--- src/rtl/intc_pkg.sv ---
package intc_pkg;
  // Word indices of the register file
  localparam int IDX_IRQ_STAT  = 0;
  localparam int IDX_RAW_A     = 1;
  localparam int IDX_IRQ_SET   = 2;
  localparam int IDX_IRQ_CLR   = 3;
  localparam int IDX_SOFT_ON   = 4;
  localparam int IDX_SOFT_OFF  = 5;
  localparam int IDX_FIQ_STAT  = 8;
  localparam int IDX_RAW_B     = 9;
  localparam int IDX_FIQ_SET   = 10;
  localparam int IDX_FIQ_CLR   = 11;
  localparam int NUM_LINES     = 2;
endpackage

--- src/rtl/intc_mask_bank.sv ---
module intc_mask_bank #(
  parameter int W       = 32,
  parameter int ADDR_W  = 6,
  parameter int SET_IDX = 2,
  parameter int CLR_IDX = 3
) (
  input  logic              clk,
  input  logic              rst,
  input  logic              wr_en,
  input  logic [ADDR_W-1:0] addr,
  input  logic [W-1:0]      wdata,
  output logic [W-1:0]      mask_q
);
  logic hit_set, hit_clr;
  assign hit_set = wr_en && (addr == ADDR_W'(SET_IDX));
  assign hit_clr = wr_en && (addr == ADDR_W'(CLR_IDX));

  always_ff @(posedge clk) begin
    if (rst)          mask_q <= '0;
    else if (hit_set) mask_q <= mask_q | wdata;
    else if (hit_clr) mask_q <= mask_q & ~wdata;
  end

  AST_MASK_SET: assert property (@(posedge clk) disable iff (rst)
    hit_set |=> ((mask_q & $past(wdata)) == $past(wdata)));
  AST_MASK_CLR: assert property (@(posedge clk) disable iff (rst)
    hit_clr |=> ((mask_q & $past(wdata)) == '0));
endmodule

--- src/rtl/intc_out_stage.sv ---
module intc_out_stage #(
  parameter int W = 32
) (
  input  logic         clk,
  input  logic         rst,
  input  logic [W-1:0] raw,
  input  logic [W-1:0] mask,
  output logic         req_q
);
  always_ff @(posedge clk) begin
    if (rst) req_q <= 1'b0;
    else     req_q <= |(raw & mask);
  end

  AST_REQ_QUIET: assert property (@(posedge clk) disable iff (rst)
    ($past(mask) == '0) |-> !req_q);
endmodule

--- src/rtl/intc_regif.sv ---
module intc_regif
  import intc_pkg::*;
#(
  parameter int W      = 32,
  parameter int ADDR_W = 6
) (
  input  logic              clk,
  input  logic              rst,
  input  logic              wr_en,
  input  logic              rd_en,
  input  logic [ADDR_W-1:0] addr,
  input  logic              wbit0,
  input  logic [W-1:0]      src_in,
  input  logic [W-1:0]      irq_mask,
  input  logic [W-1:0]      fiq_mask,
  output logic [W-1:0]      raw_o,
  output logic [W-1:0]      rdata
);
  logic soft_q;
  logic [W-1:0] rd_mux;
  logic soft_on, soft_off;

  assign soft_on  = wr_en && wbit0 && (addr == ADDR_W'(IDX_SOFT_ON));
  assign soft_off = wr_en && wbit0 && (addr == ADDR_W'(IDX_SOFT_OFF));

  always_ff @(posedge clk) begin
    if (rst)           soft_q <= 1'b0;
    else if (soft_on)  soft_q <= 1'b1;
    else if (soft_off) soft_q <= 1'b0;
  end

  assign raw_o = src_in | {{(W-1){1'b0}}, soft_q};

  always_comb begin
    case (addr)
      ADDR_W'(IDX_IRQ_STAT): rd_mux = raw_o & irq_mask;
      ADDR_W'(IDX_RAW_A):    rd_mux = raw_o;
      ADDR_W'(IDX_IRQ_SET):  rd_mux = irq_mask;
      ADDR_W'(IDX_SOFT_ON):  rd_mux = {{(W-1){1'b0}}, raw_o[0]};
      ADDR_W'(IDX_FIQ_STAT): rd_mux = raw_o & fiq_mask;
      ADDR_W'(IDX_RAW_B):    rd_mux = raw_o;
      ADDR_W'(IDX_FIQ_SET):  rd_mux = fiq_mask;
      default:               rd_mux = '0;
    endcase
  end

  always_ff @(posedge clk) begin
    if (rst)        rdata <= '0;
    else if (rd_en) rdata <= rd_mux;
  end

  AST_WO_READ_ZERO: assert property (@(posedge clk) disable iff (rst)
    (rd_en && (addr == ADDR_W'(IDX_IRQ_CLR) || addr == ADDR_W'(IDX_SOFT_OFF)
               || addr == ADDR_W'(IDX_FIQ_CLR))) |=> (rdata == '0));
  AST_SOFT_RAISE: assert property (@(posedge clk) disable iff (rst)
    soft_on |=> raw_o[0]);
  AST_SOFT_DROP: assert property (@(posedge clk) disable iff (rst)
    soft_off |=> (raw_o[0] == src_in[0]));
  AST_RDATA_HOLD: assert property (@(posedge clk) disable iff (rst)
    !rd_en |=> $stable(rdata));
endmodule

--- src/rtl/dual_line_intc.sv ---
module dual_line_intc
  import intc_pkg::*;
#(
  parameter int NUM_SRC = 32,
  parameter int ADDR_W  = 6
) (
  input  logic               clk,
  input  logic               rst,
  input  logic [NUM_SRC-1:0] src_in,
  input  logic               wr_en,
  input  logic               rd_en,
  input  logic [ADDR_W-1:0]  addr,
  input  logic [NUM_SRC-1:0] wdata,
  output logic [NUM_SRC-1:0] rdata,
  output logic               irq_o,
  output logic               fiq_o
);
  logic [NUM_SRC-1:0] raw;
  logic [NUM_SRC-1:0] mask_w [NUM_LINES];
  logic               req_w  [NUM_LINES];

  for (genvar gi = 0; gi < NUM_LINES; gi++) begin : g_line
    localparam int SET_I = (gi == 0) ? IDX_IRQ_SET : IDX_FIQ_SET;
    localparam int CLR_I = (gi == 0) ? IDX_IRQ_CLR : IDX_FIQ_CLR;

    intc_mask_bank #(.W(NUM_SRC), .ADDR_W(ADDR_W), .SET_IDX(SET_I), .CLR_IDX(CLR_I)) u_bank (
      .clk(clk), .rst(rst), .wr_en(wr_en), .addr(addr), .wdata(wdata),
      .mask_q(mask_w[gi])
    );

    intc_out_stage #(.W(NUM_SRC)) u_out (
      .clk(clk), .rst(rst), .raw(raw), .mask(mask_w[gi]), .req_q(req_w[gi])
    );
  end

  intc_regif #(.W(NUM_SRC), .ADDR_W(ADDR_W)) u_regif (
    .clk(clk), .rst(rst), .wr_en(wr_en), .rd_en(rd_en), .addr(addr),
    .wbit0(wdata[0]), .src_in(src_in), .irq_mask(mask_w[0]),
    .fiq_mask(mask_w[1]), .raw_o(raw), .rdata(rdata)
  );

  assign irq_o = req_w[0];
  assign fiq_o = req_w[1];

  logic ro_write;
  assign ro_write = wr_en && (addr == ADDR_W'(IDX_IRQ_STAT) || addr == ADDR_W'(IDX_RAW_A)
                              || addr == ADDR_W'(IDX_FIQ_STAT) || addr == ADDR_W'(IDX_RAW_B));

  AST_RO_IGNORED: assert property (@(posedge clk) disable iff (rst)
    ro_write |=> ($stable(mask_w[0]) && $stable(mask_w[1])));
endmodule

--- config.mk ---
export PLATFORM = sky130hd
export DESIGN_NAME = dual_line_intc
export DESIGN_NICKNAME = d
export VERILOG_FILES = /design/src/rtl/intc_pkg.sv /design/src/rtl/intc_mask_bank.sv /design/src/rtl/intc_out_stage.sv /design/src/rtl/intc_regif.sv /design/src/rtl/dual_line_intc.sv
export SDC_FILE = /design/constraint.sdc
export NUM_CORES = 1
export LEC_CHECK = 0
export CORE_MARGIN = 2
export CORE_UTILIZATION = 36
export DETAILED_ROUTE_END_ITERATION = 16
export GPL_ROUTABILITY_DRIVEN = 1
export GPL_TIMING_DRIVEN = 0
export SYNTH_ARGS = -nofsm -noshare
export SYNTH_HDL_FRONTEND = slang
export SYNTH_SLANG_ARGS = --single-unit
--- constraint.sdc ---
create_clock -name clk -period 1.2 [get_ports clk]
set_input_delay 0.12 -clock clk [delete_from_list [all_inputs] [get_ports clk]]
set_output_delay 0.12 -clock clk [all_outputs]
set_load 0.005 [all_outputs]
==> key figures <==
Global route
  – Initial antenna violation count: 0
  – Largest net degree at the start of global routing: 15
  – First-pass GRT wire length: 30,700 µm
  – All-Layer GR Usage: 0.275
  – Grt ovf: 0
  – Via count of the first global-routing pass: 5,420

Place
  – Post-Place Cell Area: 0.00624 mm²
  – DP HPWL: 14,300 µm
  – Placed Cells: 917
  – Gpl congestion: 0.916
  – Buffers added on ports: 103

Clocking
  – Worst-Skew Late Latency: 0.36 ns
  – Num CTS Buffers: 9
  – Clock Tree Buf Depth: 2
  – H-tree depth: 3
  – CTS tree: built
  – Root Driver: clkbuf_16
  – CTS sink cnt: 99
  – Clock transition at path regs: 0.06 ns

Timing
  – Slew Limit Fails: 0
  – Slew headroom: 0.546
  – Hold Fails Final Rpt: 0
  – Setup Skew: 0.0104 ns
  – RSZ-0062 raised after global routing: true
  – Final setup vio count: 4
  – Fmax: 747 MHz
  – Minimum clock period: 1.34 ns
  – Setup TNS: -0.223 ns
  – Worst slew pin tran: 0.681 ns
  – Crit share post-route: 1.11
  – PnR worst setup slack: -0.138 ns

Floorplan
  – Starting Density: 0.372
  – DIE WIDTH: 122 µm
  – I/O pin total: 108
  – Core footprint: 0.0134 mm²
  – Chip Height: 122 µm
  – Row Count: 42
  – Die ar.: 0.0148 mm²

Worst setup path
  – Worst EP arrival: 1.57 ns
  – Max FO, Critical Path: 3
  – Required time of the critical path: 1.43 ns
  – Worst path max stage delay: 0.54 ns
  – Crit Path Class: input port to register
  – Crit path cell chain: clkdlybuf4s50_1 > a22oi_2 > nand3_1 > nor4_2 > a21oi_1
  – Slowest CP cell: clkdlybuf4s50_1
  – Nature of the critical path endpoint: register
  – Startpoint types: input port

Drt
  – Total Wirelength: 20,300 µm
  – Vias: 5,693
  – DRT antenna net count: 0
  – Avg WL per Cell: 21.5 µm
  – DRC: 0
  – First DRT Iteration DRCs: 807
  – DR vias/cell: 6.04
  – Drt pass-1 iters: 6

Flow run
  – Max_cap viols: 0

Yosys
  – Syn_area_per_cell: 7.81 µm²
  – Unique cell type count in the Yosys netlist: 37
  – Share of the synthesized area in the top cell type: 0.398
  – Yosys warnings: 0
  – Net Count, Synth: 712
  – Cell count after synthesis: 638
  – Seq/Total Area, Yosys: 0.398
  – Yosys top cell by area: dfxtp_1
  – Largest cells by area after synthesis: dfxtp_1 40%, a21oi_1 9.8%, and3_1 7.7%
  – Syn Std Cell Area: 0.00498 mm²
  – Synth Register Bits: 99

Finish
  – Area growth syn-to-layout: 38.6%
  – Finished Layout Cells: 942
  – Final #Nets: 835
  – Fill count: 1,307
  – Finished Core Util: 0.515
  – Layout cells sized above 1: 0.164
  – Final instance area: 0.00691 mm²
  – ANT cells: 0

Status
  – Failing checks: negative setup slack
  – Outcome: finished, violations left

Power
  – PwrDens: 991 mW/mm²
  – Peak VDD IR: 594 µV
  – Tot Pwr: 6.84 mW
  – Static leakage: 2.82 nW

Min path
  – Tightest Hold Check Type: input port to register
==> synthesized netlist by cell type (all sizes together) <==
library cell / n
a32oi: 1
o21ai: 67
o2111a: 1
nor2: 6
and2b: 1
or2: 1
a222oi: 2
o211ai: 31
a311oi: 1
nor3b: 1
inv: 34
mux2i: 2
nand2: 96
dfxtp: 99
or3: 1
and2: 2
nand4: 10
a22oi: 28
nand3: 2
nor4: 4
clkbuf: 33
a22o: 2
nor3: 2
and3: 63
buf: 20
o311ai: 30
a21oi: 98
==> through the flow <==
step | hold WS, ns | worst slack [ns]
after global routing | 0.138 | -0.170
after global placement | 0.463 | -0.932
after detailed placement | 0.471 | -1.01
final | 0.138 | -0.138
after floorplan | 0.256 | -0.0138
after CTS | 0.118 | -0.0709
==> final timing paths <==
path / end / start / slack, ns / cells past startpoint
worst max-delay path: g_line[1].u_out.req_q$_SDFF_PP0_ / src_in[29] / -0.14 / 5
worst min-delay path: u_regif.soft_q$_SDFFE_PP0P_ / addr[0] / 0.14 / 4
worst max register to register: g_line[1].u_out.req_q$_SDFF_PP0_ / register / -0.12 / 4
worst min register to register: u_regif.rdata[29]$_SDFFE_PP0P_ / u_regif.rdata[29]$_SDFFE_PP0P_ / 0.47 / 2
==> critical path: cells and delay by family <==
family	cells	cell delay [ns]
simple gates	2	0.51
buf+inv	1	0.54
compound gates	2	0.39
==> power breakdown <==
part / leakage (nW) / switching, mW / total (mW) / internal [mW]
registers: 0.805 / 0.0115 / 3.30 / 3.29
logic: 1.88 / 0.411 / 0.714 / 0.304
clock network: 0.137 / 1.31 / 2.82 / 1.52
total: 2.82 / 1.73 / 6.84 / 5.11
==> cell type report <==
cell class / instances / area [µm²] / share of cell area
clock inverter: 2 / 10.0 / 0.00145
tap: 176 / 220 / 0.0319
buffer: 53 / 463 / 0.0670
timing repair buffer: 112 / 1050 / 0.152
sequential: 99 / 2000 / 0.290
clock buffer: 14 / 264 / 0.0382
inverter: 34 / 128 / 0.0185
multi-input combinational: 452 / 2770 / 0.401
==> what timing repair did <==
| item | in CTS | in global routing |
|---|---|---|
| setup endpoints to repair | 133 | 96 |
| gates cloned | 1 | 0 |
| pin swaps | 12 | 10 |
| hold buffers | 0 | 0 |
| buffers inserted | 6 | 2 |
| gates resized for setup | 195 | 32 |
==> layer usage <==
metal  wire [µm]  global-route usage  vias to the layer above
met4         520               0.106                        0
li1            -                   -                     2587
met1        8570               0.370                     2744
met3        1670              0.0459                       49
met2        9520               0.444                      313
met5           0                   0                        -
==> cell families (layout without fill, tap and decap cells) <==
logic type | count (synthesis) | count (layout) | share of synthesized area
AO/OA/AOI/OAI | 261 | 261 | 0.321
buffers and inverters | 87 | 215 | 0.0844
flip-flops | 99 | 99 | 0.398
multiplexers | 2 | 2 | 0.00402
AND/OR/NAND/NOR | 189 | 189 | 0.193
==> placed cells by master (no fill, tap or decap), types with 2 or more instances in the layout <==
cell and n:
a21oi_1 97, a222oi_1 2, a22o_1 2, a22oi_1 15, a22oi_2 13, and2_4 2, and3_1 61, buf_12 3
buf_2 5, buf_4 12, buf_6 10, buf_8 2, clkbuf_1 10, clkbuf_16 9, clkbuf_2 12, clkbuf_4 6
clkbuf_8 9, clkdlybuf4s50_1 63, clkinv_2 2, dfxtp_1 85, dfxtp_2 13, dlygate4sd2_1 35, dlymetal6s2s_1 2, inv_1 34
mux2i_1 2, nand2_1 95, nand3_1 2, nand4_1 10, nor2_1 3, nor2_4 2, nor4_2 3, o211ai_1 31
o21ai_0 15, o21ai_1 48, o21ai_2 4, o311ai_1 23, o311ai_2 7
Note: power is estimated with default switching activity, not from simulation.
